$ cat src/rtl/eirq_pkg.sv
// Shared types and helpers for the external interrupt sense unit.
// Assumes sense fields are 2 bits wide; the encoding is fixed by software.
package eirq_pkg;

    typedef enum logic [1:0] {
        SENSE_LOW  = 2'b00,
        SENSE_ANY  = 2'b01,
        SENSE_FALL = 2'b10,
        SENSE_RISE = 2'b11
    } sense_t;

    localparam int SENSE_W = 2;

    // Decide whether a sample pair counts as an event for the given mode.
    function automatic logic sense_fires(sense_t mode, logic cur, logic prev);
        logic hit;
        unique case (mode)
            SENSE_ANY:  hit = cur ^ prev;
            SENSE_FALL: hit = prev & ~cur;
            SENSE_RISE: hit = cur & ~prev;
            default:    hit = 1'b0;
        endcase
        return hit;
    endfunction

endpackage

$ cat src/rtl/eirq_sync.sv
// Multi-stage resynchroniser for a vector of asynchronous pins.
// Assumes STAGES >= 2; every stage resets to RST_VAL (idle level).
module eirq_sync #(
    parameter int   WIDTH   = 2,
    parameter int   STAGES  = 2,
    parameter logic RST_VAL = 1'b1
) (
    input  logic             clk,
    input  logic             rst_n,
    input  logic [WIDTH-1:0] d_i,
    output logic [WIDTH-1:0] q_o
);

    logic [WIDTH-1:0] stage_q [STAGES];

    genvar s;
    generate
        for (s = 0; s < STAGES; s++) begin : g_stage
            if (s == 0) begin : g_first
                // First stage captures the raw pin.
                always_ff @(posedge clk) begin
                    if (!rst_n) stage_q[0] <= {WIDTH{RST_VAL}};
                    else        stage_q[0] <= d_i;
                end
            end else begin : g_next
                // Later stages let a metastable sample settle.
                always_ff @(posedge clk) begin
                    if (!rst_n) stage_q[s] <= {WIDTH{RST_VAL}};
                    else        stage_q[s] <= stage_q[s-1];
                end
            end
        end
    endgenerate

    assign q_o = stage_q[STAGES-1];

endmodule

$ cat src/rtl/eirq_detect.sv
// Per-pin event detector: keeps the previous synchronised sample and
// qualifies transitions by each pin's sense mode.
// Assumes the samples are already synchronous to clk.
module eirq_detect
    import eirq_pkg::*;
#(
    parameter int NUM_PINS = 2,
    localparam int CW      = NUM_PINS * SENSE_W
) (
    input  logic                clk,
    input  logic                rst_n,
    input  logic [NUM_PINS-1:0] smp_i,
    input  logic [CW-1:0]       mode_i,
    output logic [NUM_PINS-1:0] evt_o,
    output logic [NUM_PINS-1:0] lvl_mode_o,
    output logic [NUM_PINS-1:0] low_o
);

    logic [NUM_PINS-1:0] prev_q;

    // Remember the last sample so edges show as a difference.
    always_ff @(posedge clk) begin
        if (!rst_n) prev_q <= '1;
        else        prev_q <= smp_i;
    end

    genvar i;
    generate
        for (i = 0; i < NUM_PINS; i++) begin : g_pin
            sense_t mode;
            // Decode this pin's field and qualify its event.
            always_comb begin
                mode          = sense_t'(mode_i[SENSE_W*i +: SENSE_W]);
                evt_o[i]      = sense_fires(mode, smp_i[i], prev_q[i]);
                lvl_mode_o[i] = (mode == SENSE_LOW);
                low_o[i]      = ~smp_i[i];
            end
        end
    endgenerate

endmodule

$ cat src/rtl/eirq_flag.sv
// Pending-flag bank: set by qualified events, cleared by write-one or
// acknowledge, held at zero in level mode. A set beats a clear.
module eirq_flag #(
    parameter int NUM_PINS = 2
) (
    input  logic                clk,
    input  logic                rst_n,
    input  logic [NUM_PINS-1:0] evt_i,
    input  logic [NUM_PINS-1:0] clr_i,
    input  logic [NUM_PINS-1:0] lvl_mode_i,
    output logic [NUM_PINS-1:0] flag_o
);

    logic [NUM_PINS-1:0] flag_q;

    genvar i;
    generate
        for (i = 0; i < NUM_PINS; i++) begin : g_flag
            // Apply the flag priority: level mode, then set, then clear.
            always_ff @(posedge clk) begin
                if (!rst_n)             flag_q[i] <= 1'b0;
                else if (lvl_mode_i[i]) flag_q[i] <= 1'b0;
                else if (evt_i[i])      flag_q[i] <= 1'b1;
                else if (clr_i[i])      flag_q[i] <= 1'b0;
            end
        end
    endgenerate

    // Reads are forced to zero while the pin is in level mode.
    assign flag_o = flag_q & ~lvl_mode_i;

endmodule

$ cat src/rtl/eirq_sense_unit.sv
// Top of the external interrupt sense unit: control and mask registers,
// pin resynchronisation, event detection, pending flags, request gating.
// Assumes pins are held at their idle (high) level during reset.
module eirq_sense_unit
    import eirq_pkg::*;
#(
    parameter int NUM_PINS    = 2,
    parameter int SYNC_STAGES = 2,
    localparam int CW         = NUM_PINS * SENSE_W
) (
    input  logic                clk,
    input  logic                rst_n,
    input  logic [NUM_PINS-1:0] pin_i,
    input  logic                gie_i,
    input  logic                ctrl_we_i,
    input  logic [CW-1:0]       ctrl_wdata_i,
    input  logic                mask_we_i,
    input  logic [NUM_PINS-1:0] mask_wdata_i,
    input  logic                flag_wr_i,
    input  logic [NUM_PINS-1:0] flag_wdata_i,
    input  logic [NUM_PINS-1:0] ack_i,
    output logic [CW-1:0]       ctrl_o,
    output logic [NUM_PINS-1:0] mask_o,
    output logic [NUM_PINS-1:0] flag_o,
    output logic [NUM_PINS-1:0] irq_o
);

    logic [CW-1:0]       ctrl_q;
    logic [NUM_PINS-1:0] mask_q;
    logic [NUM_PINS-1:0] smp_w;
    logic [NUM_PINS-1:0] evt_w;
    logic [NUM_PINS-1:0] lvl_w;
    logic [NUM_PINS-1:0] low_w;
    logic [NUM_PINS-1:0] clr_w;
    logic [NUM_PINS-1:0] flag_w;
    logic [NUM_PINS-1:0] pend_w;

    // Hold the sense-control word.
    always_ff @(posedge clk) begin
        if (!rst_n)         ctrl_q <= '0;
        else if (ctrl_we_i) ctrl_q <= ctrl_wdata_i;
    end

    // Hold the per-pin mask word.
    always_ff @(posedge clk) begin
        if (!rst_n)         mask_q <= '0;
        else if (mask_we_i) mask_q <= mask_wdata_i;
    end

    eirq_sync #(
        .WIDTH   (NUM_PINS),
        .STAGES  (SYNC_STAGES),
        .RST_VAL (1'b1)
    ) u_sync (
        .clk   (clk),
        .rst_n (rst_n),
        .d_i   (pin_i),
        .q_o   (smp_w)
    );

    eirq_detect #(
        .NUM_PINS (NUM_PINS)
    ) u_detect (
        .clk        (clk),
        .rst_n      (rst_n),
        .smp_i      (smp_w),
        .mode_i     (ctrl_q),
        .evt_o      (evt_w),
        .lvl_mode_o (lvl_w),
        .low_o      (low_w)
    );

    // Merge the two clear sources into one per-pin request.
    always_comb begin
        clr_w = ack_i | (flag_wdata_i & {NUM_PINS{flag_wr_i}});
    end

    eirq_flag #(
        .NUM_PINS (NUM_PINS)
    ) u_flag (
        .clk        (clk),
        .rst_n      (rst_n),
        .evt_i      (evt_w),
        .clr_i      (clr_w),
        .lvl_mode_i (lvl_w),
        .flag_o     (flag_w)
    );

    // Pick the pending source per pin and gate it with mask and enable.
    always_comb begin
        for (int i = 0; i < NUM_PINS; i++) begin
            pend_w[i] = lvl_w[i] ? low_w[i] : flag_w[i];
        end
        irq_o = pend_w & mask_q & {NUM_PINS{gie_i}};
    end

    assign ctrl_o = ctrl_q;
    assign mask_o = mask_q;
    assign flag_o = flag_w;

endmodule

$ cat config.mk
export PLATFORM = sky130hd
export DESIGN_NAME = eirq_sense_unit
export DESIGN_NICKNAME = d
export VERILOG_FILES = /design/src/rtl/eirq_pkg.sv /design/src/rtl/eirq_sync.sv /design/src/rtl/eirq_detect.sv /design/src/rtl/eirq_flag.sv /design/src/rtl/eirq_sense_unit.sv
export SDC_FILE = /design/constraint.sdc
export NUM_CORES = 1
export LEC_CHECK = 0
export BUFFER_PORTS_ARGS = -buffer_cell sky130_fd_sc_hd__buf_2
export CORE_MARGIN = 2
export CORE_UTILIZATION = 44
export DETAILED_ROUTE_END_ITERATION = 8
export GPL_ROUTABILITY_DRIVEN = 0
export PLACE_DENSITY_LB_ADDON = 0.05
export SLEW_MARGIN = 30
export SYNTH_ARGS = -nofsm -noshare
export SYNTH_HDL_FRONTEND = slang
export SYNTH_SLANG_ARGS = --single-unit
$ cat constraint.sdc
create_clock -name clk -period 1.53 [get_ports clk]
set_input_delay 0.2295 -clock clk [delete_from_list [all_inputs] [get_ports clk]]
set_output_delay 0.2295 -clock clk [all_outputs]
set_load 0.02 [all_outputs]
==> results.ini, run 1 <==
[status]
outcome=finished clean

[synth]
yosysUniqueCellTypes=20
synth_area_um2=635.6
synth_top_area_share_pct=44.09
avgSynthCellArea_um2=10.09
ys_ff_latch=14
yosys.area.top_type=dfxtp_1
synth_area_leaders=dfxtp_1 (44%), mux2i_1 (11%), ha_1 (7.9%)
syn_inst=63
synth_nets=85
ys_seq_area_share_pct=44.09
ys_warn_count=0

[timing]
fmax_mhz=691.5
setup_viol=0
final-max-slew-violation-count=0
hold_viol=0
fin_setup_tns_ps=0
period_minus_slack_ps=1446
relSlewSlack_pct=85.37
post-route-period-util_pct=94.52
rsz0062_at_grt=no
tightest_slew_ps=219.4
skew_ps=3.616

[pwr]
powerDensity_nw_per_um2=927.6
peakVddDrop_mv=0.5448
power_frac_clock_pct=35.3
power_frac_seq_pct=52.4
p_sw_share_pct=24.16
p_int_w=0.0005756
leakage_nw=0.4472
pwr-share-comb_pct=12.3
p_switching_w=0.0001834

[clock_network]
clk_path_buf_depth=2
clock_latency_ps=280
clkTransAtPathRegs_ps=90
numCtsBuffers=3
cts_tree=yes
clock-root-buffer=clkbuf_4
htree_levels=1
cts.sinks=14
holdBufCountCts=0

[setup_path]
arrival_ps=1220
crit_path_end_kind=output pin
r2r_start=u_sync.stage_q[1][0]
critPathKind=flop to output pin
cp.required_ps=1300
cp-startpoint=ctrl_o[1]
critPathLaunchType=flop
crit_fanout=7

[cells_and_area]
fin_nets=115
syn_to_final_growth_pct=28.74
final_common_cell=buf_2
antenna_cells=0
fin_cells=107
drive_above_1_share_pct=36.96
layout_common_cells=buf_2 (27), dfxtp_1 (12), mux2i_1 (7), nor2b_1 (7), nand2b_1 (6)

[floorplanning]
die_width_um=42.01
dieArea_um2=1764
die_h_um=42.01
ios=28
initial_core_util_pct=48.24
fp.coreArea_um2=1318
rows=13

[place]
portBuffers=27
dp_hpwl_um=858.8
place_inst=103

[global_route]
antenna_found_initial=0
grt_usage_pct=13.71
grt.overflow.total=0
grt_pass1_vias=395
grt_max_degree=15
grt_pass1_wl_um=1731

[detailed_routing]
via_count=525
first_pass_iters=3
post-route-drc-count=0
viasPerCell=4.907
detail-route-antenna-nets=0
wl_um=1128
wire_per_inst_um=10.54
drtIter0Drc=2

[worst_hold_path]
hold_path.class=input pin to flop
min-delay-start=pin_i[0]

[job]
drv_cap=0

## critical path, stage by stage (launching register included)
cell and delay, ps:
dfxtp_1 370, o21a_2 220, o211a_1 190, buf_2 150
## stage by stage
step	setup WS, ps	power [W]	utilization, %	hold slack, ps	instance area [µm²]
after floorplan	213.5	0.0004606	-	302.5	635.6
after global placement	328.2	0.0004994	59.16	390.8	779.5
after detailed placement	295.1	0.0005009	59.16	397.2	779.5
after CTS	47.04	0.0007704	61.92	112.1	815.8
after global routing	3.078	0.0007974	62.11	118.8	818.3
final	83.86	0.0007591	62.11	119.9	818.3
## synthesized netlist by cell type
| cell | n |
|---|---|
| nand2_1 | 3 |
| dfxtp_1 | 14 |
| or2_1 | 1 |
| o2111a_1 | 2 |
| buf_2 | 1 |
| nor2b_1 | 7 |
| o211ai_1 | 1 |
| o21a_1 | 1 |
| clkbuf_2 | 1 |
| o211a_1 | 2 |
| ha_1 | 4 |
| o21ai_0 | 2 |
| nand2b_1 | 6 |
| nor2_1 | 1 |
| nor3_1 | 2 |
| and2_1 | 2 |
| inv_1 | 4 |
| o21a_2 | 1 |
| mux2i_1 | 7 |
| o2111ai_1 | 1 |
## layer usage
layer	vias up	GRT usage, %	share of wire, %
li1	272	-	-
met1	227	18.55	47
met2	21	17.50	40
met3	5	3.879	8.8
met4	0	11.61	3.7
met5	-	0	0
## worst paths after layout
kind / endpoint / slack [ps] / cells after the start
max reg2reg: u_flag.flag_q[0] / 280 / 5
max: irq_o[0] / 80 / 3
min reg2reg: u_sync.stage_q[1][1] / 410 / 1
min: u_sync.stage_q[0][0] / 120 / 2
## area by class of cell
| class | count | area [µm²] |
|---|---|---|
| timing repair buffer | 27 | 135.1 |
| sequential | 14 | 282.8 |
| clock buffer | 4 | 36.28 |
| multi-input combinational | 43 | 330.3 |
| tap | 15 | 18.77 |
| inverter | 4 | 15.01 |
| fill | 126 | 499.2 |
## power groups by stage
stage | Clock, W | Sequential [W] | Combinational (W)
2_1_floorplan | 0 | 0.000415 | 0.0000457
3_3_place_gp | 0 | 0.000406 | 0.0000931
3_5_place_dp | 0 | 0.000407 | 0.0000942
4_1_cts | 0.000278 | 0.000398 | 0.0000948
5_1_grt | 0.000293 | 0.000402 | 0.000103
6_report | 0.000268 | 0.000398 | 0.0000933
## what timing repair did
| item | CTS | global route |
|---|---|---|
| buffers inserted | 0 | 0 |
| endpoints found under the setup margin | 0 | 2 |
| resized for setup | 0 | 2 |
## sequential cells by signal, indices dropped and copies added (netlist names)
| register | flops |
|---|---|
| ctrl_o | 4 |
| mask_o | 2 |
| u_detect.prev_q | 2 |
| u_flag.flag_q | 2 |
| u_sync.stage_q | 4 |
## kinds of logic (layout without fill, tap and decap cells)
family | Yosys count | count (layout) | synth area share, %
AOI/OAI and AO/OA | 10 | 10 | 13.39
adders and majority gates | 4 | 4 | 7.874
buffers and inverters | 6 | 35 | 3.935
DFF | 14 | 14 | 44.09
muxes | 7 | 7 | 11.02
and+or+nand+nor | 22 | 22 | 19.69
Power figures use the tool's default switching activity.
==> inputs of run 2 (changes only) <==
--- a/config.mk
+++ b/config.mk
@@ -10,7 +10,7 @@
 export CORE_UTILIZATION = 44
 export DETAILED_ROUTE_END_ITERATION = 8
 export GPL_ROUTABILITY_DRIVEN = 0
-export PLACE_DENSITY_LB_ADDON = 0.05
+export PLACE_DENSITY = 0.75
 export SLEW_MARGIN = 30
 export SYNTH_ARGS = -nofsm -noshare
 export SYNTH_HDL_FRONTEND = slang
==> results.ini, run 2 (same netlist as run 1, synthesis figures left out) <==
[pwr]
peakVddDrop_mv=0.5874  ; +7.8%
pwr-share-comb_pct=12.5  ; +0.2 points
p_switching_w=0.0001779  ; -3.0%
power_frac_seq_pct=52.9  ; +0.5 points
p_int_w=0.0005748  ; -0.15%
power_frac_clock_pct=34.5  ; -0.8 points
leakage_nw=0.4469  ; about the same
powerDensity_nw_per_um2=921.3  ; -0.68%
p_sw_share_pct=23.64  ; -0.52 points

[timing]
hold_viol=0  ; unchanged
hold_ws_ps=135.7  ; +15.77 ps
post-route-period-util_pct=95.76  ; +1.2 points
setup_viol=0  ; unchanged
final-max-slew-violation-count=0  ; unchanged
tightest_slew_ps=219.8  ; +0.3631 ps
relSlewSlack_pct=85.33  ; about the same
timing.final.ws_setup_ps=64.93  ; -18.93 ps
rsz0062_at_grt=no
skew_ps=2.953  ; -0.6629 ps
fmax_mhz=682.6  ; -1.3%
fin_setup_tns_ps=0  ; unchanged
period_minus_slack_ps=1465  ; +18.93 ps

[job]
drv_cap=0  ; unchanged

[clock_network]
holdBufCountCts=0  ; unchanged
cts.sinks=14  ; unchanged
numCtsBuffers=3  ; unchanged
postCtsSetupRepairBufs=0  ; unchanged
clkTransAtPathRegs_ps=80  ; about the same
clock_latency_ps=270  ; about the same
postCtsResizedCells=0  ; unchanged
clk_path_buf_depth=2  ; unchanged
clock-root-buffer=clkbuf_4
htree_levels=1  ; unchanged
cts_tree=yes

[global_route]
grt_pass1_vias=511  ; +29%
grt_pass1_wl_um=2063  ; +19%
grt_usage_pct=15.47  ; +1.8 points
grt_max_degree=15  ; unchanged
grt.overflow.total=0  ; unchanged
antenna_found_initial=0  ; unchanged

[cells_and_area]
layout_common_cells=buf_2 (27), dfxtp_1 (13), mux2i_1 (7), nor2b_1 (7), nand2b_1 (6)
seq_area_um2=281.5  ; -0.44%
final_common_cell=buf_2
syn_to_final_growth_pct=28.54
antenna_cells=0  ; unchanged
fillers=114  ; -9.5%
stdcell_area_um2=817.0  ; -0.15%
fin_nets=115  ; unchanged
multiInputGateArea_um2=330.3  ; unchanged
drive_above_1_share_pct=35.87  ; -1.1 points

[setup_path]
r2r_start=u_sync.stage_q[1][0]
cp-startpoint=ctrl_o[3]
rr_worst_depth=5  ; unchanged
regToRegEndpoint=u_flag.flag_q[0]
crit_fanout=7  ; unchanged
crit_end=irq_o[1]
cp.required_ps=1300  ; about the same
critPathLaunchType=flop
arrival_ps=1240  ; +20 ps
crit_path_end_kind=output pin
critPathKind=flop to output pin
r2r_setup_slack_ps=270  ; about the same

[floorplanning]
rows=13  ; unchanged
ios=28  ; unchanged
fp.coreArea_um2=1318  ; unchanged
die_width_um=42.01  ; unchanged
initial_core_util_pct=48.24  ; unchanged
dieArea_um2=1764  ; unchanged
die_h_um=42.01  ; unchanged

[detailed_routing]
via_count=525  ; unchanged
wl_um=1191  ; +5.6%
wire_per_inst_um=11.13  ; +5.6%
first_pass_iters=2  ; -1
detail-route-antenna-nets=0  ; unchanged
drtIter0Drc=4  ; +2
viasPerCell=4.907  ; unchanged
post-route-drc-count=0  ; unchanged

[worst_hold_path]
min-delay-start=pin_i[1]
hold_path.class=input pin to flop

[place]
pre_cts_ws_ps=288.6  ; -6.510 ps
dp_hpwl_um=942.7  ; +9.8%
portBuffers=27  ; unchanged
place_area_um2=779.5  ; unchanged

[status]
outcome=finished clean

[run 2: power by group through the flow]
stage               sequential, W  combinational, W  clock [W]
floorplan                0.000415         0.0000457          0
global placement         0.000406         0.0000927          0
detailed placement       0.000406         0.0000959          0
CTS                      0.000398         0.0000961   0.000267
global route             0.000402          0.000106   0.000279
finish                   0.000399         0.0000942   0.000260
[run 2: per-layer routing]
layer / track usage (%) / routed length (µm)
met5: 0 / 0
met4: 5.806 / 12
met3: 4.741 / 75
met2: 27.50 / 583
met1: 17.07 / 520
[run 2: critical path, cell delays in order (launching register included)]
cell     delay, ps
dfxtp_1        370
o21a_1         220
o211a_1        220
buf_2          150
[run 2: per-stage QoR]
step                instances  util (%)  power (W)
finish                    107     62.01  0.0007527
global route              107     62.01  0.0007870
CTS                       107     61.92  0.0007609
detailed placement        103     59.16  0.0005024
global placement          103     59.16  0.0004984
floorplan                  63         -  0.0004606
[run 2: worst min path at each step]
stage                                 endpoint  slack (ps)  cells past startpoint
after floorplan           u_sync.stage_q[0][0]         300                      1
after global placement    u_sync.stage_q[1][1]         390                      1
after detailed placement  u_sync.stage_q[1][0]         400                      1
after CTS                 u_sync.stage_q[0][0]         130                      2
after global routing      u_sync.stage_q[0][1]         130                      2
final                     u_sync.stage_q[0][1]         140                      2
[run 2: area by class of cell]
| class | instances | area share [%] |
|---|---|---|
| Sequential cell | 14 | 34.46 |
| Timing Repair Buffer | 27 | 16.54 |
| Inverter | 4 | 1.838 |
| Tap cell | 15 | 2.297 |
| Multi-Input combinational cell | 43 | 40.43 |
| Clock buffer | 4 | 4.441 |
==> inputs of run 3 (changes only) <==
--- a/config.mk
+++ b/config.mk
@@ -5,6 +5,7 @@
 export SDC_FILE = /design/constraint.sdc
 export NUM_CORES = 1
 export LEC_CHECK = 0
+export ABC_AREA = 1
 export BUFFER_PORTS_ARGS = -buffer_cell sky130_fd_sc_hd__buf_2
 export CORE_MARGIN = 2
 export CORE_UTILIZATION = 44
==> results.ini, run 3 <==
[status]
outcome=finished clean

[timing]
hold_viol=0  ; unchanged
setup_viol=0  ; unchanged
relSlewSlack_pct=86.67  ; +1.3 points
period_minus_slack_ps=1393  ; -72.26 ps
post-route-period-util_pct=91.03  ; -4.7 points
fmax_mhz=718.0  ; +5.2%
fin_setup_tns_ps=0  ; unchanged
timing.final.ws_setup_ps=137.2  ; +72.26 ps
final-max-slew-violation-count=0  ; unchanged
rsz0062_at_grt=no
skew_ps=3.153  ; +0.2005 ps
tightest_slew_ps=197.8  ; -22.00 ps
hold_ws_ps=134.6  ; -1.117 ps

[synth]
synth_area_um2=635.6  ; unchanged
ys_seq_area_share_pct=44.09  ; unchanged
ys_ff_latch=14  ; unchanged
synthTopCellsByCount=dfxtp_1 (14), inv_1 (13), nand2_1 (13)
synth_top_area_share_pct=44.09  ; unchanged
synthFlopType=dfxtp_1
syn_inst=84  ; +33%
synth_most_common_cell=dfxtp_1
synth_nets=106  ; +25%
yosys.area.top_type=dfxtp_1
ys_warn_count=0  ; unchanged
synth_area_leaders=dfxtp_1 (44%), ha_1 (7.9%), inv_1 (7.7%)
avgSynthCellArea_um2=7.567  ; -25%
yosysUniqueCellTypes=16  ; -20%
synthArstFlopShare_pct=0  ; unchanged
synth_edf_count=0  ; unchanged

[worst_hold_path]
min-delay-start=pin_i[1]
hold_path.class=input pin to flop

[detailed_routing]
first_pass_iters=2  ; unchanged
post-route-drc-count=0  ; unchanged
via_count=599  ; +14%
wl_um=1206  ; +1.3%
wire_per_inst_um=9.422  ; -15%
detail-route-antenna-nets=0  ; unchanged
viasPerCell=4.680  ; -4.6%
drtIter0Drc=1  ; -3

[floorplanning]
die_width_um=42.01  ; unchanged
die_h_um=42.01  ; unchanged
dieArea_um2=1764  ; unchanged
fp.coreArea_um2=1318  ; unchanged
ios=28  ; unchanged
initial_core_util_pct=48.24  ; unchanged
rows=13  ; unchanged

[clock_network]
htree_levels=1  ; unchanged
postCtsResizedCells=0  ; unchanged
clk_path_buf_depth=2  ; unchanged
clock-root-buffer=clkbuf_4
postCtsSetupRepairBufs=0  ; unchanged
holdBufCountCts=0  ; unchanged
clkTransAtPathRegs_ps=80  ; about the same
cts.sinks=14  ; unchanged
numCtsBuffers=3  ; unchanged
clock_latency_ps=270  ; about the same
cts_tree=yes

[global_route]
grt_pass1_vias=544  ; +6.5%
grt.overflow.total=0  ; unchanged
grt-busiest-layer=met2
antenna_found_initial=0  ; unchanged
grt_util_met2_pct=25.31  ; -2.2 points
gr-usage-met3_pct=3.448  ; -1.3 points
gr-usage-met1_pct=18.98  ; +1.9 points
grt_usage_pct=15.75  ; +0.28 points
grt_max_degree=12  ; -3
grt_pass1_wl_um=2097  ; +1.6%

[job]
drv_cap=0  ; unchanged

[pwr]
leakage_nw=0.4255  ; -4.8%
peakVddDrop_mv=0.5621  ; -4.3%
powerDensity_nw_per_um2=876.6  ; -4.9%

[place]
dp_hpwl_um=969.3  ; +2.8%
pre_cts_ws_ps=425.7  ; +137.1 ps
portBuffers=27  ; unchanged

[setup_path]
critPathKind=flop to output pin
arrival_ps=1160  ; -80 ps
cpPeakStageDelay_ps=350  ; -20 ps
cpMostUsedCell=nor2_1
r2r_start=u_sync.stage_q[1][1]
cp-startpoint=ctrl_o[0]
path_cells=nor2_1 -> nor2_2 -> a21oi_1 -> nor2_1 -> buf_2
critPathBufInv=1  ; unchanged
crit_fanout=5  ; -2
cp_top_family=flip-flops
crit_path_end_kind=output pin
cp.required_ps=1300  ; about the same
critPathLaunchType=flop
slowest_stage=dfxtp_1

[cells_and_area]
syn_to_final_growth_pct=26.97
drive_above_1_share_pct=36.28  ; +0.41 points
final_common_cell=buf_2
layout_common_cells=buf_2 (27), dfxtp_1 (14), inv_1 (13), nand2_1 (13), nor2_1 (11)
fin_nets=137  ; +19%
antenna_cells=0  ; unchanged
finish.utilization_pct=61.25  ; -0.76 points

==> run 3: cell types whose count changed after synthesis, sizes merged, moves of 3 or more <==
cell,delta
nor2,+13
mux2i,-7
nand3,+3
o21ai,+7
nor2b,-7
inv,+10
or2,+4
a21oi,+7
nand2,+10
nand2b,-6
==> run 3: through the flow <==
stage	std cells	instance area, µm²	power [W]
global route	128	807.0	0.0007468
CTS	128	807.0	0.0007185
floorplan	84	635.6	0.0004716
finish	128	807.0	0.0007074
global placement	125	784.5	0.0005134
detailed placement	125	784.5	0.0005160
==> run 3: final timing paths <==
path	cells after the start	endpoint	slack, ps
worst max-delay path	5	irq_o[0]	140
worst min-delay path	2	u_sync.stage_q[0][1]	130
worst max register to register	7	u_flag.flag_q[1]	440
worst min register to register	1	u_sync.stage_q[1][1]	420
==> run 3: area by class of cell <==
class | count | area (µm²)
multi-input combinational | 55 | 297.8
clock buffer | 3 | 22.52
fill | 132 | 510.5
timing repair buffer | 27 | 135.1
inverter | 14 | 52.55
sequential | 14 | 280.3
tap | 15 | 18.77
==> run 3: layer usage <==
| metal | vias up | part of all wire (%) |
|---|---|---|
| met1 | 257 | 47 |
| met3 | 2 | 7.5 |
| met4 | 0 | 1.0 |
| met5 | - | 0 |
| met2 | 20 | 45 |
| li1 | 320 | - |
==> run 3: cells by family after synthesis <==
group           Yosys count  synth area share, %
buf+inv                  15                9.054
compound gates           16                13.78
simple gates             35                25.20
fa+ha+maj                 4                7.874
flops                    14                44.09
==> run 3: report_power, final <==
| part | total [W] | switching (W) | internal (W) |
|---|---|---|---|
| combinational | 0.000109 | 0.0000624 | 0.0000469 |
| clock | 0.000201 | 0.000110 | 0.0000911 |
| sequential | 0.000397 | 0.0000143 | 0.000383 |
